## src/rtl/xchg_pkg.sv

```systemverilog
package xchg_pkg;
  parameter int unsigned XCHG_CORES  = 8;
  parameter int unsigned XCHG_LANE_W = 8;
  parameter int unsigned XCHG_LANES  = 4;
  parameter int unsigned XCHG_DEPTH  = 2;
endpackage

```

## src/rtl/xchg_core_regs.sv

```systemverilog
module xchg_core_regs #(
  parameter int unsigned W = 32
) (
  input  logic         clk_i,
  input  logic         rst_ni,
  input  logic         out_we_i,
  input  logic         dir_we_i,
  input  logic         flt_we_i,
  input  logic [W-1:0] wdata_i,
  input  logic [W-1:0] periph_i,
  output logic [W-1:0] port_o,
  output logic [W-1:0] dir_o,
  output logic [W-1:0] flt_o
);
  logic [W-1:0] out_q, dir_q, flt_q;

  // independent strobes
  always_ff @(posedge clk_i or negedge rst_ni) begin
    if (!rst_ni) begin
      out_q <= '0;
      dir_q <= '0;
      flt_q <= '0;
    end else begin
      if (out_we_i) out_q <= wdata_i;
      if (dir_we_i) dir_q <= wdata_i;
      if (flt_we_i) flt_q <= wdata_i;
    end
  end

  assign port_o = (out_q | periph_i) & dir_q;
  assign dir_o  = dir_q;
  assign flt_o  = flt_q;
endmodule

```

## src/rtl/xchg_lane_sel.sv

```systemverilog
module xchg_lane_sel #(
  parameter int unsigned N     = 8,
  parameter int unsigned LANE_W = 8,
  parameter int unsigned LANES = 4,
  localparam int unsigned W    = LANE_W * LANES
) (
  input  logic [N*W-1:0] ports_i,
  input  logic [W-1:0]   flt_i,
  output logic [W-1:0]   xin_o
);
  // filter field bit n selects core n, so a lane must be at least N bits wide
  if (N > LANE_W) begin : g_bad_cfg
    $error("xchg_lane_sel: N exceeds LANE_W");
  end

  always_comb begin
    xin_o = '0;
    for (int l = 0; l < LANES; l++) begin
      for (int n = 0; n < N; n++) begin
        if (flt_i[l*LANE_W + n])
          xin_o[l*LANE_W +: LANE_W] = xin_o[l*LANE_W +: LANE_W] | ports_i[n*W + l*LANE_W +: LANE_W];
      end
    end
  end
endmodule

```

## src/rtl/xchg_delay.sv

```systemverilog
module xchg_delay #(
  parameter int unsigned W     = 32,
  parameter int unsigned DEPTH = 2
) (
  input  logic         clk_i,
  input  logic         rst_ni,
  input  logic [W-1:0] d_i,
  output logic [W-1:0] q_o
);
  logic [W-1:0] stage_q [DEPTH];

  for (genvar s = 0; s < DEPTH; s++) begin : g_stage
    always_ff @(posedge clk_i or negedge rst_ni) begin
      if (!rst_ni) stage_q[s] <= '0;
      else         stage_q[s] <= (s == 0) ? d_i : stage_q[(s == 0) ? 0 : s-1];
    end
  end

  assign q_o = stage_q[DEPTH-1];
endmodule

```

## src/rtl/xchg_crossbar.sv

```systemverilog
module xchg_crossbar
  import xchg_pkg::*;
#(
  parameter int unsigned N      = XCHG_CORES,
  parameter int unsigned LANE_W = XCHG_LANE_W,
  parameter int unsigned LANES  = XCHG_LANES,
  parameter int unsigned DEPTH  = XCHG_DEPTH,
  localparam int unsigned W     = LANE_W * LANES
) (
  input  logic           clk_i,
  input  logic           rst_ni,
  input  logic [N-1:0]   out_we_i,
  input  logic [N-1:0]   dir_we_i,
  input  logic [N-1:0]   flt_we_i,
  input  logic [N*W-1:0] wdata_i,
  input  logic [N*W-1:0] periph_i,
  output logic [N*W-1:0] port_o,
  output logic [N*W-1:0] xin_o
);
  logic [N*W-1:0] port_all, dir_all, flt_all, xin_comb;

  for (genvar c = 0; c < N; c++) begin : g_core
    xchg_core_regs #(.W(W)) u_regs (
      .clk_i    (clk_i),
      .rst_ni   (rst_ni),
      .out_we_i (out_we_i[c]),
      .dir_we_i (dir_we_i[c]),
      .flt_we_i (flt_we_i[c]),
      .wdata_i  (wdata_i[c*W +: W]),
      .periph_i (periph_i[c*W +: W]),
      .port_o   (port_all[c*W +: W]),
      .dir_o    (dir_all[c*W +: W]),
      .flt_o    (flt_all[c*W +: W])
    );

    xchg_lane_sel #(.N(N), .LANE_W(LANE_W), .LANES(LANES)) u_sel (
      .ports_i (port_all),
      .flt_i   (flt_all[c*W +: W]),
      .xin_o   (xin_comb[c*W +: W])
    );

    // write-to-read latency
    xchg_delay #(.W(W), .DEPTH(DEPTH)) u_dly (
      .clk_i  (clk_i),
      .rst_ni (rst_ni),
      .d_i    (xin_comb[c*W +: W]),
      .q_o    (xin_o[c*W +: W])
    );
  end

  assign port_o = port_all;
endmodule

```

## config.mk

```make
export PLATFORM = sky130hd
export DESIGN_NAME = xchg_crossbar
export DESIGN_NICKNAME = d
export VERILOG_FILES = /design/src/rtl/xchg_pkg.sv /design/src/rtl/xchg_core_regs.sv /design/src/rtl/xchg_lane_sel.sv /design/src/rtl/xchg_delay.sv /design/src/rtl/xchg_crossbar.sv
export SDC_FILE = /design/constraint.sdc
export NUM_CORES = 2
export LEC_CHECK = 0
export ABC_AREA = 1
export BUFFER_PORTS_ARGS = -buffer_cell sky130_fd_sc_hd__clkbuf_2
export CAP_MARGIN = 20
export CORE_AREA = 2 2 403 405
export CTS_CLUSTER_SIZE = 12
export DETAILED_ROUTE_END_ITERATION = 6
export DIE_AREA = 0 0 405 407
export GPL_TIMING_DRIVEN = 0
export PLACE_DENSITY_LB_ADDON = 0.25
export SLEW_MARGIN = 10
export SYNTH_ARGS = -nofsm -noshare
export SYNTH_HDL_FRONTEND = slang
export SYNTH_SLANG_ARGS = --single-unit
```

## constraint.sdc

```tcl
create_clock -name clk_i -period 1.2 [get_ports clk_i]
set_input_delay 0.24 -clock clk_i [delete_from_list [all_inputs] [get_ports clk_i]]
set_output_delay 0.24 -clock clk_i [all_outputs]
set_load 0.01 [all_outputs]
```

* After elaboration in Yosys (flattened, before gate mapping) *
Cells that the tools add are included.
W data, S select, Z words.

word-level totals
  word-level logic and storage cells = 536
  flip-flop bits (word level) = 1280

operators by class
  bitwise logic cells = 240
  mux-type cells = 256

operators with widths
  operator          count
  $mux W8           256
  $or A8 B8 Y8      224
  $and A32 B32 Y32  8
  $or A32 B32 Y32   8

* Depth between registers and ports, before layout *
  depth in word-level cells = 17
  depth in mapped cells = 6

* Hierarchy *
A second synthesis with hierarchy kept.

unflattened totals
  cells, all modules = 8896
  area, all modules = 65723.0 sq um

modules (own cells, without submodules)
  module          times used  area an instance (sq um)  cells each
  xchg_core_regs  8           4199.0                    504
  xchg_lane_sel   8           2174.6                    512
  xchg_delay      8           1841.8                    96

* Least setup slack after synthesis *
Ideal clock, no wire load.

  path type = register -> output
  start = register g_core[3].u_regs.dir_q[16]
  end = output port_o[112]
  cell stages (with the launch flop) = 4
  data required time = 0.960 ns
  path buffers = 1
  path slack = 0.246 ns
  arrival time = 0.714 ns
  cell sequence = dfrtp_1 buf_2 inv_1 a21oi_1

between the ends
  word-level cells in the longest chain between the ends = 1

ends and longest elaborated chain
  item                    RTL line              RTL
  from (decl)             xchg_core_regs.sv:15  logic [W-1:0] out_q, dir_q, flt_q;
  from (signal assigned)  xchg_core_regs.sv:25  if (dir_we_i) dir_q <= wdata_i;
  $and A32 B32 Y32        xchg_core_regs.sv:30  assign port_o = (out_q | periph_i) & dir_q;
  to (decl)               xchg_crossbar.sv:17   output logic [N*W-1:0] port_o,

Every way passes these cells.

* Worst setup path in the final report *
  start = register g_core[2].u_regs.out_q[31]
  end = output port_o[95]

between the ends
  word-level cells in the longest chain between the ends = 2

ends and longest elaborated chain
  item                    RTL line              RTL
  from (decl)             xchg_core_regs.sv:15
  from (signal assigned)  xchg_core_regs.sv:24  if (out_we_i) out_q <= wdata_i;
  $or A32 B32 Y32         xchg_core_regs.sv:30
  $and A32 B32 Y32        xchg_core_regs.sv:30

Every way passes these cells.

==> flow_results.xml <==
<?xml version="1.0" encoding="UTF-8"?>
<metrics>
  <group name="pwr">
    <metric name="p_leak" unit="nW">46.8</metric>
    <metric name="power_density" unit="nW/um2">1540</metric>
    <metric name="seq_power_share" unit="">0.397</metric>
    <metric name="comb_power_share" unit="">0.275</metric>
    <metric name="ir_worst_vdd" unit="mV">1.58</metric>
    <metric name="p_clk_frac" unit="">0.328</metric>
    <metric name="power_switching_share" unit="">0.361</metric>
    <metric name="power.total" unit="mW">145</metric>
    <metric name="power.switching" unit="mW">52.2</metric>
    <metric name="internal_power_summed_over_all_cells" unit="mW">92.4</metric>
  </group>
  <group name="worst_setup_path">
    <metric name="worst_setup_path_start_kind" unit="">flop</metric>
    <metric name="cp_num_buf_inv" unit="">2</metric>
    <metric name="worst_path_max_delay_cell" unit="">sky130_fd_sc_hd__a21oi_4</metric>
    <metric name="path_delay_family" unit="">compound AO/OA/AOI/OAI gates</metric>
    <metric name="crit-reg2reg-launch" unit="">g_core[2].u_regs.out_q[31]</metric>
    <metric name="worst_ep_required_time" unit="ps">960</metric>
    <metric name="timing.setup.critical_path_class" unit="">flop to primary output</metric>
    <metric name="setup.worst_path.end_class" unit="">primary output</metric>
    <metric name="rr_worst_depth" unit="">6</metric>
    <metric name="setup.reg_to_reg.worst_slack" unit="ps">-300</metric>
    <metric name="cell_by_cell_trace_of_the_critical_path" unit="">inv_1, a21oi_4, buf_6</metric>
    <metric name="crit_path_max_incr_delay" unit="ps">440</metric>
    <metric name="arr_time_crit_path" unit="ps">1850</metric>
    <metric name="wp_depth" unit="">3</metric>
    <metric name="max_fo_critical_path" unit="">3</metric>
    <metric name="endpoint_of_the_most_critical_register_to_register_path" unit="">g_core[1].u_dly.stage_q[63]</metric>
  </group>
  <group name="routing">
    <metric name="drt_pass1_iterations" unit="">7</metric>
    <metric name="detail_route.drc_violations" unit="">0</metric>
    <metric name="post_drt_wl_per_cell" unit="um">32.8</metric>
    <metric name="routed_via_density" unit="">5.93</metric>
    <metric name="routed_wirelength" unit="um">405000</metric>
    <metric name="postRouteAntennaNets" unit="">0</metric>
    <metric name="dr_iter_0_viols" unit="">10300</metric>
    <metric name="vias" unit="">73200</metric>
  </group>
  <group name="layout">
    <metric name="proportion_of_layout_cells_with_a_drive_suffix_above_1" unit="">0.381</metric>
    <metric name="synthToLayoutAreaGrowth" unit="%">38.7</metric>
    <metric name="finalNetCount" unit="">10600</metric>
    <metric name="post_layout_nonfiller_instances" unit="">12300</metric>
  </group>
  <group name="die">
    <metric name="fp.dieH" unit="um">407</metric>
    <metric name="ioPinCount" unit="">1050</metric>
    <metric name="design.die.area" unit="um2">165000</metric>
    <metric name="fp.dieW" unit="um">405</metric>
    <metric name="core" unit="um2">160000</metric>
    <metric name="placement_rows" unit="">147</metric>
    <metric name="initial_util" unit="">0.423</metric>
  </group>
  <group name="logic_synthesis">
    <metric name="synthesis.yosys.warnings" unit="">0</metric>
    <metric name="synth_sequential_area_ratio" unit="">0.473</metric>
    <metric name="syn_area_per_cell" unit="um2">7.88</metric>
    <metric name="synth_fp_nets" unit="">9130</metric>
    <metric name="post_synthesis_instance_area" unit="um2">67700</metric>
    <metric name="synthCells" unit="">8592</metric>
    <metric name="synth.distinct_cells" unit="">16</metric>
    <metric name="ys_seq_elements" unit="">1280</metric>
  </group>
  <group name="worst_hold_path">
    <metric name="whs_endpoint" unit="">g_core[2].u_dly.stage_q[42]</metric>
    <metric name="worst_hold_path_type" unit="">input port to flop</metric>
    <metric name="hold_path_startpoint" unit="">periph_i[138]</metric>
    <metric name="timing.hold.worst_path_depth" unit="">7</metric>
  </group>
  <group name="timing">
    <metric name="timing.max_slew.rel_slack" unit="">0.139</metric>
    <metric name="rsz0062_at_grt" unit="">yes</metric>
    <metric name="fmax" unit="MHz">478</metric>
    <metric name="timing_hold_violations_final" unit="">0</metric>
    <metric name="timing.final.crit_period" unit="ps">2090</metric>
    <metric name="worst-slew-pin-transition" unit="ps">1290</metric>
    <metric name="slew_violations" unit="">0</metric>
    <metric name="fin_crit_sh" unit="">1.74</metric>
    <metric name="finalClockSkew" unit="ps">43.2</metric>
    <metric name="setup-violations-final" unit="">1690</metric>
    <metric name="postLayoutSetupSlackWorst" unit="ps">-893</metric>
  </group>
  <group name="clock_network">
    <metric name="cts_tree" unit="">done</metric>
    <metric name="cts.sink_count" unit="">1280</metric>
    <metric name="worst_skew_late_latency" unit="ps">850</metric>
    <metric name="cts_buf_count" unit="">148</metric>
    <metric name="max-clock-path-buffers" unit="">3</metric>
    <metric name="cts_root_buf" unit="">sky130_fd_sc_hd__clkbuf_16</metric>
    <metric name="cts_htree_levels" unit="">4</metric>
    <metric name="clk_pin_slew" unit="ps">60</metric>
  </group>
  <group name="placement">
    <metric name="port_buffer_count" unit="">1025</metric>
    <metric name="place.detailed.instances" unit="">11800</metric>
    <metric name="gp_congestion" unit="">1.03</metric>
    <metric name="place_worst_setup_slack" unit="ps">-1570</metric>
    <metric name="dp_hpwl" unit="um">290000</metric>
  </group>
  <group name="global_route">
    <metric name="largest_net_degree_at_the_start_of_global_routing" unit="">99</metric>
    <metric name="grt_pass1_wl" unit="um">543000</metric>
    <metric name="grt_pass1_vias" unit="">69300</metric>
    <metric name="track_usage" unit="">0.478</metric>
    <metric name="grt_overflow" unit="">0</metric>
    <metric name="antenna_found_initial" unit="">48</metric>
  </group>
  <group name="run_status">
    <metric name="failed_checks" unit="">negative setup slack</metric>
    <metric name="status" unit="">finished with violations</metric>
  </group>
  <group name="flow_run">
    <metric name="max-cap-violations" unit="">0</metric>
  </group>
</metrics>
[per-layer routing]
metal	up-vias	share of wire	global-route usage
li1	30400	-	-
met1	35900	0.37	0.594
met2	5388	0.42	0.689
met3	1462	0.12	0.151
met4	34	0.091	0.367
met5	-	0.00093	0.00743
[cell families (layout without fill, tap and decap cells)]
logic type	count (synthesis)	in the layout	share of synthesized area
and+or+nand+nor	4608	4608	0.293
muxes	256	256	0.0559
buffers and inverters	1680	3234	0.121
DFF	1280	1280	0.473
AOI/OAI and AO/OA	768	768	0.0568
other	0	29	0
[worst max-delay path by stage]
stage	startpoint	to	slack (ps)
2_1_floorplan	g_core[3].u_regs.dir_o[16]	port_o[112]	250
3_3_place_gp	rst_ni	g_core[4].u_regs.out_q[5]	-31460
3_5_place_dp	rst_ni	g_core[0].u_dly.q_o[9]	-1570
4_1_cts	g_core[2].u_regs.dir_o[31]	port_o[95]	-930
5_1_grt	g_core[2].u_regs.dir_o[25]	port_o[89]	-910
6_report	g_core[2].u_regs.out_q[31]	port_o[95]	-890
[cells in the final DEF, fill, tap and decap left out, types with 240 or more instances in the layout]
cell type                       count
sky130_fd_sc_hd__buf_4            402
sky130_fd_sc_hd__buf_6            335
sky130_fd_sc_hd__clkbuf_2         708
sky130_fd_sc_hd__dfrtp_1         1011
sky130_fd_sc_hd__dfrtp_2          256
sky130_fd_sc_hd__dlygate4sd3_1    390
sky130_fd_sc_hd__inv_1            350
sky130_fd_sc_hd__mux2_4           240
sky130_fd_sc_hd__nand2_1         1676
sky130_fd_sc_hd__nand3_1         1999
sky130_fd_sc_hd__nor2_1           287
sky130_fd_sc_hd__o21ai_0          512
[power groups by stage]
stage | logic, mW | clock network (mW) | registers, mW
CTS | 37.9 | 47.5 | 56.6
finish | 39.8 | 47.4 | 57.3
global placement | 36.0 | 0 | 52.1
floorplan | 19.7 | 0 | 50.8
global route | 41.6 | 49.1 | 57.2
detailed placement | 36.9 | 0 | 51.9
[flip-flops by register name, summed over array words and instances, names as in the netlist]
register	cells
g_core.u_regs.out_q	256
g_core.u_regs.dir_o	256
g_core.u_dly.stage_q	256
g_core.u_regs.flt_o	256
g_core.u_dly.q_o	256
[repair_timing]
item,CTS,global route
buffers inserted,320,151
endpoints found under the setup margin,1335,1596
pin swaps,223,79
gates cloned,7,4
resized for setup,2757,510
hold endpoints to repair,1297,368
hold buffers,390,1
[per-stage QoR]
step / utilization / setup TNS, ps / hold WS [ps] / cell area [um2]
floorplan: - / 0 / -55.6 / 67700
global placement: 0.472 / - / 332 / 75500
detailed placement: 0.474 / -1147710 / 51.1 / 76000
CTS: 0.581 / -552400 / 0.620 / 93000
global route: 0.586 / -735700 / 48.2 / 93900
finish: 0.586 / -637800 / 32.1 / 93900
[worst min-delay path: stages]
cell and delay [ps]:
sky130_fd_sc_hd__clkbuf_2 80, sky130_fd_sc_hd__inv_1 60, sky130_fd_sc_hd__nand2_2 180, sky130_fd_sc_hd__nand3_1 90
sky130_fd_sc_hd__nand2_1 70, sky130_fd_sc_hd__nor2_1 40, sky130_fd_sc_hd__nand2_1 60
[synthesized netlist by cell type (all sizes together)]
| cell type | number | area [um2] |
|---|---|---|
| a21oi | 256 | 1280 |
| buf | 656 | 4290 |
| clkbuf | 256 | 1020 |
| dfrtp | 1280 | 32000 |
| inv | 768 | 2880 |
| mux2 | 256 | 3780 |
| nand2 | 2048 | 7690 |
| nand3 | 2048 | 10200 |
| nor2 | 512 | 1920 |
| o21ai | 512 | 2560 |
[final cells by class]
cell class              instances  area, um2
diodes                         29       72.6
plain buffers                 288       2730
clock buffers                 212       4340
clock inverters                49        689
fillers                     13900      66300
inverters                     768       3380
multi-input cells            5632      32500
flip-flops and latches       1280      32400
well taps                    2160       2700
repair buffers               1917      15100
Note: power is estimated with default switching activity, not from simulation.
